<file path="src/rtl/irStatPkg.sv">
package irStatPkg;
  localparam int REG_W   = 16;
  localparam int NUM_GRP = 2;
  localparam int EVT_N   = 5;
  localparam int REGS_PER_GRP = 3;

  // source bit positions, shared by source/mask/clear registers
  localparam int POS_RXEND = 15;
  localparam int POS_OVF   = 11;
  localparam int POS_ALT9  = 9;
  localparam int POS_ALT8  = 8;
  localparam int POS_TXEND = 7;

  localparam int POS_MODE_LO = 14;
  localparam int GATE_STEP   = 4;   // gate bit of group g sits at g*GATE_STEP
  localparam int POS_GATE_FIFO = 8;

  typedef enum logic [1:0] {
    MODE_SLOW = 2'b00,
    MODE_RSVD = 2'b01,
    MODE_FAST = 2'b10,
    MODE_MED  = 2'b11
  } linkMode_e;

  function automatic logic [REG_W-1:0] spreadEvt(input logic [EVT_N-1:0] e);
    logic [REG_W-1:0] r;
    r = '0;
    r[POS_RXEND] = e[4];
    r[POS_OVF]   = e[3];
    r[POS_ALT9]  = e[2];
    r[POS_ALT8]  = e[1];
    r[POS_TXEND] = e[0];
    return r;
  endfunction

  localparam logic [REG_W-1:0] EVT_BITS  = 16'h8B80;
  localparam logic [REG_W-1:0] CTRL_BITS = 16'hC111;
  localparam logic [REG_W-1:0] CTRL_RST  = 16'h0111;

  // group 0 is the slow serial group, group 1 the framed group
  function automatic logic grpActive(input int g, input logic [1:0] m);
    if (g == 0) return (m == MODE_SLOW);
    return m[1];
  endfunction

  typedef struct packed {
    logic               wrCtrl;
    logic [NUM_GRP-1:0] wrMask;
    logic [NUM_GRP-1:0] wrClr;
    logic               rdCtrl;
    logic [NUM_GRP-1:0] rdSrc;
    logic [NUM_GRP-1:0] rdMask;
  } regStb_t;
endpackage

</file>
<file path="src/rtl/irRegCtrl.sv">
module irRegCtrl
  import irStatPkg::*;
#(
  parameter int ADDR_W = 3
) (
  input  logic              clk,
  input  logic              rstN,
  input  logic [ADDR_W-1:0] regAddr,
  input  logic              regWrEn,
  output regStb_t           stb
);
  always_comb begin
    stb = '0;
    stb.wrCtrl = regWrEn && (regAddr == '0);
    stb.rdCtrl = (regAddr == '0);
    for (int g = 0; g < NUM_GRP; g++) begin
      stb.rdSrc[g]  = (regAddr == ADDR_W'(1 + REGS_PER_GRP*g));
      stb.rdMask[g] = (regAddr == ADDR_W'(2 + REGS_PER_GRP*g));
      stb.wrMask[g] = regWrEn && (regAddr == ADDR_W'(2 + REGS_PER_GRP*g));
      stb.wrClr[g]  = regWrEn && (regAddr == ADDR_W'(3 + REGS_PER_GRP*g));
    end
  end

  AST_ONE_WRITE: assert property (@(posedge clk) disable iff (!rstN)
    $onehot0({stb.wrCtrl, stb.wrMask, stb.wrClr}));
  AST_ONE_READ: assert property (@(posedge clk) disable iff (!rstN)
    $onehot0({stb.rdCtrl, stb.rdSrc, stb.rdMask}));
endmodule

</file>
<file path="src/rtl/irEvtGroup.sv">
module irEvtGroup
  import irStatPkg::*;
(
  input  logic             clk,
  input  logic             rstN,
  input  logic [REG_W-1:0] evtBits,
  input  logic             wrMask,
  input  logic             wrClr,
  input  logic [REG_W-1:0] wrData,
  output logic [REG_W-1:0] src,
  output logic [REG_W-1:0] mask,
  output logic             pending
);
  logic [REG_W-1:0] clrBits;

  assign clrBits = wrClr ? (wrData & EVT_BITS) : '0;

  always_ff @(posedge clk or negedge rstN) begin
    if (!rstN) begin
      src  <= '0;
      mask <= EVT_BITS;
    end else begin
      src <= ((src & ~clrBits) | evtBits) & EVT_BITS;
      if (wrMask) mask <= wrData & EVT_BITS;
    end
  end

  assign pending = |(src & ~mask);

  AST_EVENT_WINS: assert property (@(posedge clk) disable iff (!rstN)
    (|evtBits) |=> ((src & $past(evtBits & EVT_BITS)) == $past(evtBits & EVT_BITS)));
  AST_STICKY: assert property (@(posedge clk) disable iff (!rstN)
    !wrClr |=> ((src & $past(src)) == $past(src)));
  AST_CLEARED: assert property (@(posedge clk) disable iff (!rstN)
    wrClr |=> ((src & $past(clrBits & ~evtBits)) == '0));
  AST_NO_STRAY: assert property (@(posedge clk) disable iff (!rstN)
    ((src | mask) & ~EVT_BITS) == '0);
endmodule

</file>
<file path="src/rtl/irStatDatapath.sv">
module irStatDatapath
  import irStatPkg::*;
(
  input  logic             clk,
  input  logic             rstN,
  input  regStb_t          stb,
  input  logic [REG_W-1:0] wrData,
  input  logic [EVT_N-1:0] evtPulse,
  output logic [REG_W-1:0] rdData,
  output logic             irq
);
  logic [REG_W-1:0]   ctrlReg;
  logic [1:0]         mode;
  logic [REG_W-1:0]   evtSpread;
  logic [REG_W-1:0]   grpSrc  [NUM_GRP];
  logic [REG_W-1:0]   grpMask [NUM_GRP];
  logic [NUM_GRP-1:0] grpPend;
  logic [NUM_GRP-1:0] grpSel;
  logic [NUM_GRP-1:0] grpIrq;

  always_ff @(posedge clk or negedge rstN) begin
    if (!rstN)           ctrlReg <= CTRL_RST;
    else if (stb.wrCtrl) ctrlReg <= wrData & CTRL_BITS;
  end

  assign mode      = ctrlReg[POS_MODE_LO +: 2];
  assign evtSpread = spreadEvt(evtPulse);

  for (genvar g = 0; g < NUM_GRP; g++) begin : gGrp
    assign grpSel[g] = grpActive(g, mode);

    irEvtGroup i_grp (
      .clk     (clk),
      .rstN    (rstN),
      .evtBits (grpSel[g] ? evtSpread : '0),
      .wrMask  (stb.wrMask[g]),
      .wrClr   (stb.wrClr[g]),
      .wrData  (wrData),
      .src     (grpSrc[g]),
      .mask    (grpMask[g]),
      .pending (grpPend[g])
    );

    assign grpIrq[g] = grpSel[g] && !ctrlReg[g*GATE_STEP] && grpPend[g];
  end

  assign irq = |grpIrq;

  always_comb begin
    rdData = stb.rdCtrl ? ctrlReg : '0;
    for (int g = 0; g < NUM_GRP; g++) begin
      if (stb.rdSrc[g])  rdData = rdData | grpSrc[g];
      if (stb.rdMask[g]) rdData = rdData | grpMask[g];
    end
  end

  AST_RSVD_QUIET: assert property (@(posedge clk) disable iff (!rstN)
    (mode == MODE_RSVD) |-> !irq);
  AST_SLOW_GATED: assert property (@(posedge clk) disable iff (!rstN)
    (mode == MODE_SLOW && ctrlReg[0]) |-> !irq);
  AST_FAST_GATED: assert property (@(posedge clk) disable iff (!rstN)
    (mode[1] && ctrlReg[GATE_STEP]) |-> !irq);
  AST_IDLE_GROUP: assert property (@(posedge clk) disable iff (!rstN)
    (mode != MODE_SLOW) |=> $stable(grpSrc[0]) || $past(stb.wrClr[0]));
  AST_CTRL_CLEAN: assert property (@(posedge clk) disable iff (!rstN)
    (ctrlReg & ~CTRL_BITS) == '0);
endmodule

</file>
<file path="src/rtl/irLinkIrqUnit.sv">
module irLinkIrqUnit
  import irStatPkg::*;
#(
  parameter int ADDR_W = 3,
  parameter int DATA_W = 16
) (
  input  logic              clk,
  input  logic              rstN,
  input  logic [ADDR_W-1:0] regAddr,
  input  logic              regWrEn,
  input  logic [DATA_W-1:0] regWrData,
  output logic [DATA_W-1:0] regRdData,
  input  logic [EVT_N-1:0]  evtPulse,
  output logic              irq
);
  localparam int LAST_ADDR = REGS_PER_GRP*NUM_GRP;

  regStb_t          stb;
  logic [REG_W-1:0] rdWord;

  initial begin
    assert (DATA_W == REG_W) else $error("data width must equal register width");
    assert ((1 << ADDR_W) > LAST_ADDR) else $error("address width too small");
  end

  irRegCtrl #(.ADDR_W(ADDR_W)) i_ctrl (
    .clk     (clk),
    .rstN    (rstN),
    .regAddr (regAddr),
    .regWrEn (regWrEn),
    .stb     (stb)
  );

  irStatDatapath i_dp (
    .clk      (clk),
    .rstN     (rstN),
    .stb      (stb),
    .wrData   (REG_W'(regWrData)),
    .evtPulse (evtPulse),
    .rdData   (rdWord),
    .irq      (irq)
  );

  assign regRdData = DATA_W'(rdWord);
endmodule

</file>
<file path="config.mk">
export PLATFORM = sky130hd
export DESIGN_NAME = irLinkIrqUnit
export DESIGN_NICKNAME = d
export VERILOG_FILES = /design/src/rtl/irStatPkg.sv /design/src/rtl/irRegCtrl.sv /design/src/rtl/irEvtGroup.sv /design/src/rtl/irStatDatapath.sv /design/src/rtl/irLinkIrqUnit.sv
export SDC_FILE = /design/constraint.sdc
export NUM_CORES = 1
export LEC_CHECK = 0
export BUFFER_PORTS_ARGS = -buffer_cell sky130_fd_sc_hd__buf_2
export CAP_MARGIN = 10
export CORE_AREA = 2 2 80 51
export DETAILED_ROUTE_END_ITERATION = 8
export DIE_AREA = 0 0 82 53
export GPL_ROUTABILITY_DRIVEN = 0
export GPL_TIMING_DRIVEN = 0
export PLACE_DENSITY_LB_ADDON = 0.3
export SLEW_MARGIN = 0
export SYNTH_ARGS = -nofsm -noshare
export SYNTH_HDL_FRONTEND = slang
export SYNTH_SLANG_ARGS = --single-unit
export TNS_END_PERCENT = 1
</file>
<file path="constraint.sdc">
create_clock -name clk -period 1.7 [get_ports clk]
set_input_delay 0.34 -clock clk [delete_from_list [all_inputs] [get_ports clk]]
set_output_delay 0.34 -clock clk [all_outputs]
set_load 0.03 [all_outputs]
</file>
== After elaboration in Yosys (flattened, before gate mapping) ==
Cells that the tools add are included.

* Equal/unequal tests: 6
* Muxes and demuxes: 9
* Bitwise operators: 14
* Reduce and logical (&&, ||, !) cells: 16

{| class="wikitable"
|+ Operators by type and width
! kind !! number
|-
| two-way mux 16 bit || 9
|-
| bitwise OR 16 bit || 6
|-
| bitwise AND 16 bit || 4
|-
| NOT 16 bit || 4
|-
| OR reduction 16 bit || 2
|-
| == test 3 bit, second input constant || 3
|-
| logical AND 1 bit || 9
|-
| == test 3 x 2 -> 1 bit, second input constant || 2
|-
| == test 3 x 1 -> 1 bit, second input constant || 1
|-
| logical NOT 3 bit || 1
|-
| logical NOT 1 bit || 2
|-
| logical NOT 2 bit || 1
|-
| OR reduction 2 bit || 1
|}

* Bits in registers: 25
* Input port bits: 27
* Output and inout bits: 17
* Word-level logic and storage cells: 50

== Logic depth before layout (Yosys ltp) ==
* Depth after elaboration: 10
* Gate-level depth with buffers: 5
* Mapped depth without buffers: 4

== By module ==
From an unflattened synthesis, not the netlist that was laid out.

* Cells, all modules: 212
* Area total of the unflattened synthesis: 2004.4 sq um

{| class="wikitable"
|+ By module, submodules not included
! module !! instances !! cells each !! area an instance (sq um) !! seq. area each (sq um)
|-
| irEvtGroup || 2 || 59 || 573.0 || 256.5
|-
| irStatDatapath || 1 || 81 || 703.2 || 128.9
|-
| irRegCtrl || 1 || 13 || 155.1 || 0.0
|}

== Worst setup path after synthesis ==
Ideal clock, no wire load.

* Path type: register to output
* Start: reg i_dp.ctrlReg[15]
* End: out irq
* Data arrival time: 1.645 ns
* Data required time: 1.360 ns
* Path slack: -0.285 ns
* Stages on the path, launching flop included: 3
* Buffers on the path: 1
* Cells stage by stage: dfrtp_1 > clkbuf_1 > o41ai_1

* Longest elaborated chain between the ends: 4
* Elaborated cells between the ends (all ways): 6
* Classes of those cells: 6 x reduce/logical

{| class="wikitable"
|+ Ends and longest elaborated chain
! what !! line !! text
|-
| from (decl) || irStatDatapath.sv:12 || <nowiki>logic [REG_W-1:0] ctrlReg;</nowiki>
|-
| from (signal assigned) || irStatDatapath.sv:23 || <nowiki>else if (stb.wrCtrl) ctrlReg <= wrData & CTRL_BITS;</nowiki>
|-
| logical NOT 2 bit || irStatPkg.sv:42 || <nowiki>if (g == 0) return (m == MODE_SLOW);</nowiki>
|-
| logical AND 1 bit (2 in a row) || irStatDatapath.sv:44 || <nowiki>assign grpIrq[g] = grpSel[g] && !ctrlReg[g*GATE_STEP] && grpPend[g];</nowiki>
|-
| OR reduction 2 bit (*) || irStatDatapath.sv:47 || <nowiki>assign irq = |grpIrq;</nowiki>
|-
| to (decl) || irLinkIrqUnit.sv:14 || <nowiki>output logic irq</nowiki>
|}

Mark *: on every way between the ends. The rest lies on a longest branch, timed or not.

== Final worst setup path ==
* Start: reg i_dp.gGrp[1].i_grp.mask[8]
* End: out irq

* Longest elaborated chain between the ends: 5

{| class="wikitable"
|+ Ends and longest elaborated chain
! what !! line !! text
|-
| from (decl) || irEvtGroup.sv:11 || <nowiki>output logic [REG_W-1:0] mask,</nowiki>
|-
| from (signal assigned) || irEvtGroup.sv:24 || <nowiki>if (wrMask) mask <= wrData & EVT_BITS;</nowiki>
|-
| NOT 16 bit || irEvtGroup.sv:28 || <nowiki>assign pending = |(src & ~mask);</nowiki>
|-
| bitwise AND 16 bit || irEvtGroup.sv:28 ||
|-
| OR reduction 16 bit || irEvtGroup.sv:28 ||
|-
| logical AND 1 bit || irStatDatapath.sv:44 ||
|-
| OR reduction 2 bit || irStatDatapath.sv:47 ||
|}

Every way passes these cells.

==> results.md <==
- Number of max-cap violations: 0
- Core area: 0.00357 mm2
- Post-synthesis average cell area: 10.2 um2
- M2 GR Usage: 27.6%
- Max-slew violation count: 0
- Synth Area in Compound Gates: 15.5%
- Largest net degree at the start of global routing: 26
- Post-synth top flop: dfstp_2
- Clock latency on the worst-skew pair: 0.27 ns
- Relative slew slack: 61.3%
- Area delta synth->final: 22.6%
- Crit path DAT: 1.54 ns
- Post-route worst setup slack: -0.182 ns
- Worst-path cell chain: o22ai_2 > o311ai_2 > o41ai_2 > buf_4
- Unrepaired setup endpoints after global routing: true
- Post-Synthesis Cells: 138
- First-pass iteration count of the detailed router: 4
- HP Class: in2async
- Post-Synth Adder-Cell Area: 0%
- Crit. End Element: primary output
- Port bufs: 27
- LEAKAGE: 0.833 nW
- Final routed DRC violation total: 0
- Total inserted antenna cells: 0
- Post-synthesis mux area share: 14.0%
- Worst clock skew: 0.00961 ns
- Ports: 44
- Std-Cell Rows: 17
- Routed Antenna Nets: 0
- Final hold violation count: 0
- GR peak layer: met2
- Total vias in the final route: 1,140
- Vias/cell: 5.14
- First-pass GRT wire length: 5730 um
- Clock Pin Slew Worst Setup and Hold Paths: 0.10 ns
- XOR/XNOR share of the synthesized area: 0%
- Slowest cell on crit path: dfstp_2
- Fraction of registers with async set/reset: 100%
- Die Area: 0.00435 mm2
- Main combinational cell family by area after synthesis: simple AND/OR/NAND/NOR gates
- Setup violators final: 6
- Distinct cell type count after synthesis: 28
- CP startpoint: i_dp.gGrp[1].i_grp.mask[8]
- Worst r2r path cells: 2
- Max Freq: 531 MHz
- Routed WL: 3630 um
- Tot GR Track Use: 18.3%
- Power Dens Cells: 1010 mW/mm2
- Fin crit share: 111%
- Most common cell after layout, fill and taps aside: buf_2
- Start of the worst register-to-register path: i_dp.ctrlReg[15]
- CTS Root Buffer Type: clkbuf_8
- Layout cells sized above 1: 48.0%
- Die W: 82 um
- Hold_buf cts: 0
- DR WL/cell: 16.3 um
- Met1 Use GR: 26.4%
- VDD IR max: 483 uV
- TritonCTS clock tree: built
- Grt ovf: 0
- Initial antenna violation count: 0
- Number of synthesis warnings: 0
- WS Path Type: reg2out
- GR Util met3: 4.61%
- Seq/Total Area, Yosys: 45.5%
- R2r setup slk: 0.40 ns
- Clock tree buffer depth: 2
- CP Capture Point: irq
- Postcts setup bufs: 0
- Hold Slack: 0.0498 ns
- Post-DP HPWL: 2630 um
- Crit Reg-Reg Endpoint: i_dp.gGrp[0].i_grp.src[15]
- Non-Filler Instances: 222
- Number of flops mapped to enable cells by yosys: 0
- Crit path time final: 1.88 ns
- Post-synthesis cell area: 0.00141 mm2
- Number of global-route vias before repair: 1,090
- Highest fanout seen on the critical path: 3
- Slew @ Worst Pin: 0.581 ns
- Outcome: finished with violations
- H-Tree Depth: 1
- Placed insts: 219
- Initial DRC Count: 94
- Clock sinks: 25
- Die H: 53 um
- CP peak stage delay: 0.56 ns
- Violated checks: setup timing
- TritonCTS Buffers: 3
- Synth Register Bits: 25
- Simple-gate share of the synthesized area: 15.9%
- Initial Util: 39.5%
- Element type at the critical path start: register
- # nets final: 203
- Req. time, crit path: 1.36 ns
- Sum of negative setup slack: -0.383 ns
- Most frequent cells in the layout: buf_2, nand2_1, buf_4
==> report_power, final <==
part / switching (mW) / internal [mW] / leakage (nW)
Clock: 0.197 / 0.164 / 0.0255
Sequential: 0.110 / 0.760 / 0.254
Combinational: 0.288 / 0.234 / 0.553
Total: 0.595 / 1.16 / 0.833
==> logic make-up (layout without fill, tap and decap cells) <==
| kind of cell | after synthesis | in the layout |
|---|---|---|
| flops | 25 | 25 |
| other cells | 1 | 8 |
| mux | 18 | 18 |
| compound gates | 32 | 32 |
| simple gates | 40 | 40 |
| buf+inv | 22 | 52 |
==> metal layers <==
| layer | vias to the layer above | routed length (um) |
|---|---|---|
| met5 | - | 0 |
| met4 | 0 | 11 |
| met1 | 546 | 1790 |
| li1 | 540 | - |
| met2 | 52 | 1510 |
| met3 | 2 | 314 |
==> critical path, delay by kind of cell (launching register included) <==
family,cells,cell delay [ns]
AO/OA/AOI/OAI,3,0.53
buffers and inverters,1,0.18
flip-flops,1,0.56
==> per-stage QoR <==
stage / utilization (%) / cell area, um2 / worst slack, ns / power [mW]
final: 48.4 / 1730 / -0.182 / 1.75
after detailed placement: 45.8 / 1640 / -0.103 / 1.35
after CTS: 47.9 / 1710 / -0.211 / 1.74
after floorplan: - / 1440 / -0.121 / 1.18
after global placement: 45.8 / 1640 / -0.0800 / 1.33
after global routing: 48.4 / 1730 / -0.269 / 1.85
==> sequential cells by signal, summed over array words and instances (netlist names) <==
name                  flops
i_dp.gGrp.i_grp.mask     10
i_dp.gGrp.i_grp.src      10
i_dp.ctrlReg              5
==> cell usage after synthesis (2+ instances only) <==
cell type | number | area share [%]
nor2_1 | 7 | 1.9
buf_4 | 9 | 4.8
inv_1 | 10 | 2.7
nor3_1 | 2 | 0.71
mux2_2 | 14 | 11
dfrtp_1 | 12 | 21
a22oi_1 | 3 | 1.6
clkbuf_1 | 2 | 0.53
a21oi_1 | 4 | 1.4
a22o_1 | 8 | 5.0
o21ai_0 | 8 | 2.8
nor2b_1 | 3 | 1.3
nand2_1 | 18 | 4.8
a21o_1 | 2 | 1.1
nor2_2 | 2 | 0.89
dfstp_2 | 13 | 24
o22ai_1 | 4 | 1.8
and2_1 | 3 | 1.3
mux2i_1 | 4 | 2.8
nand2b_4 | 2 | 2.0
==> layout make-up <==
class,instances,area [um2]
well taps,47,58.8
multi-input cells,98,709
repair buffers,27,150
flip-flops and latches,25,643
clock buffers,3,41.3
plain buffers,11,83.8
inverters,10,37.5
clock inverters,1,5.00
fillers,357,1840
==> timing repair <==
item,4_1_cts,5_1_grt
gates resized for setup,16,4
setup endpoints to repair,9,9
pin swaps,2,1
==> how the worst min path moves through the flow <==
stage	slack [ns]	to
after floorplan	0.04	i_dp.ctrlReg[14]
after global placement	0.35	i_dp.gGrp[1].i_grp.src[7]
after detailed placement	0.36	i_dp.gGrp[1].i_grp.src[7]
after CTS	0.06	i_dp.gGrp[1].i_grp.src[7]
after global routing	0.09	i_dp.gGrp[1].i_grp.src[7]
final	0.05	i_dp.gGrp[1].i_grp.src[7]
(Power assumes the default switching activity.)
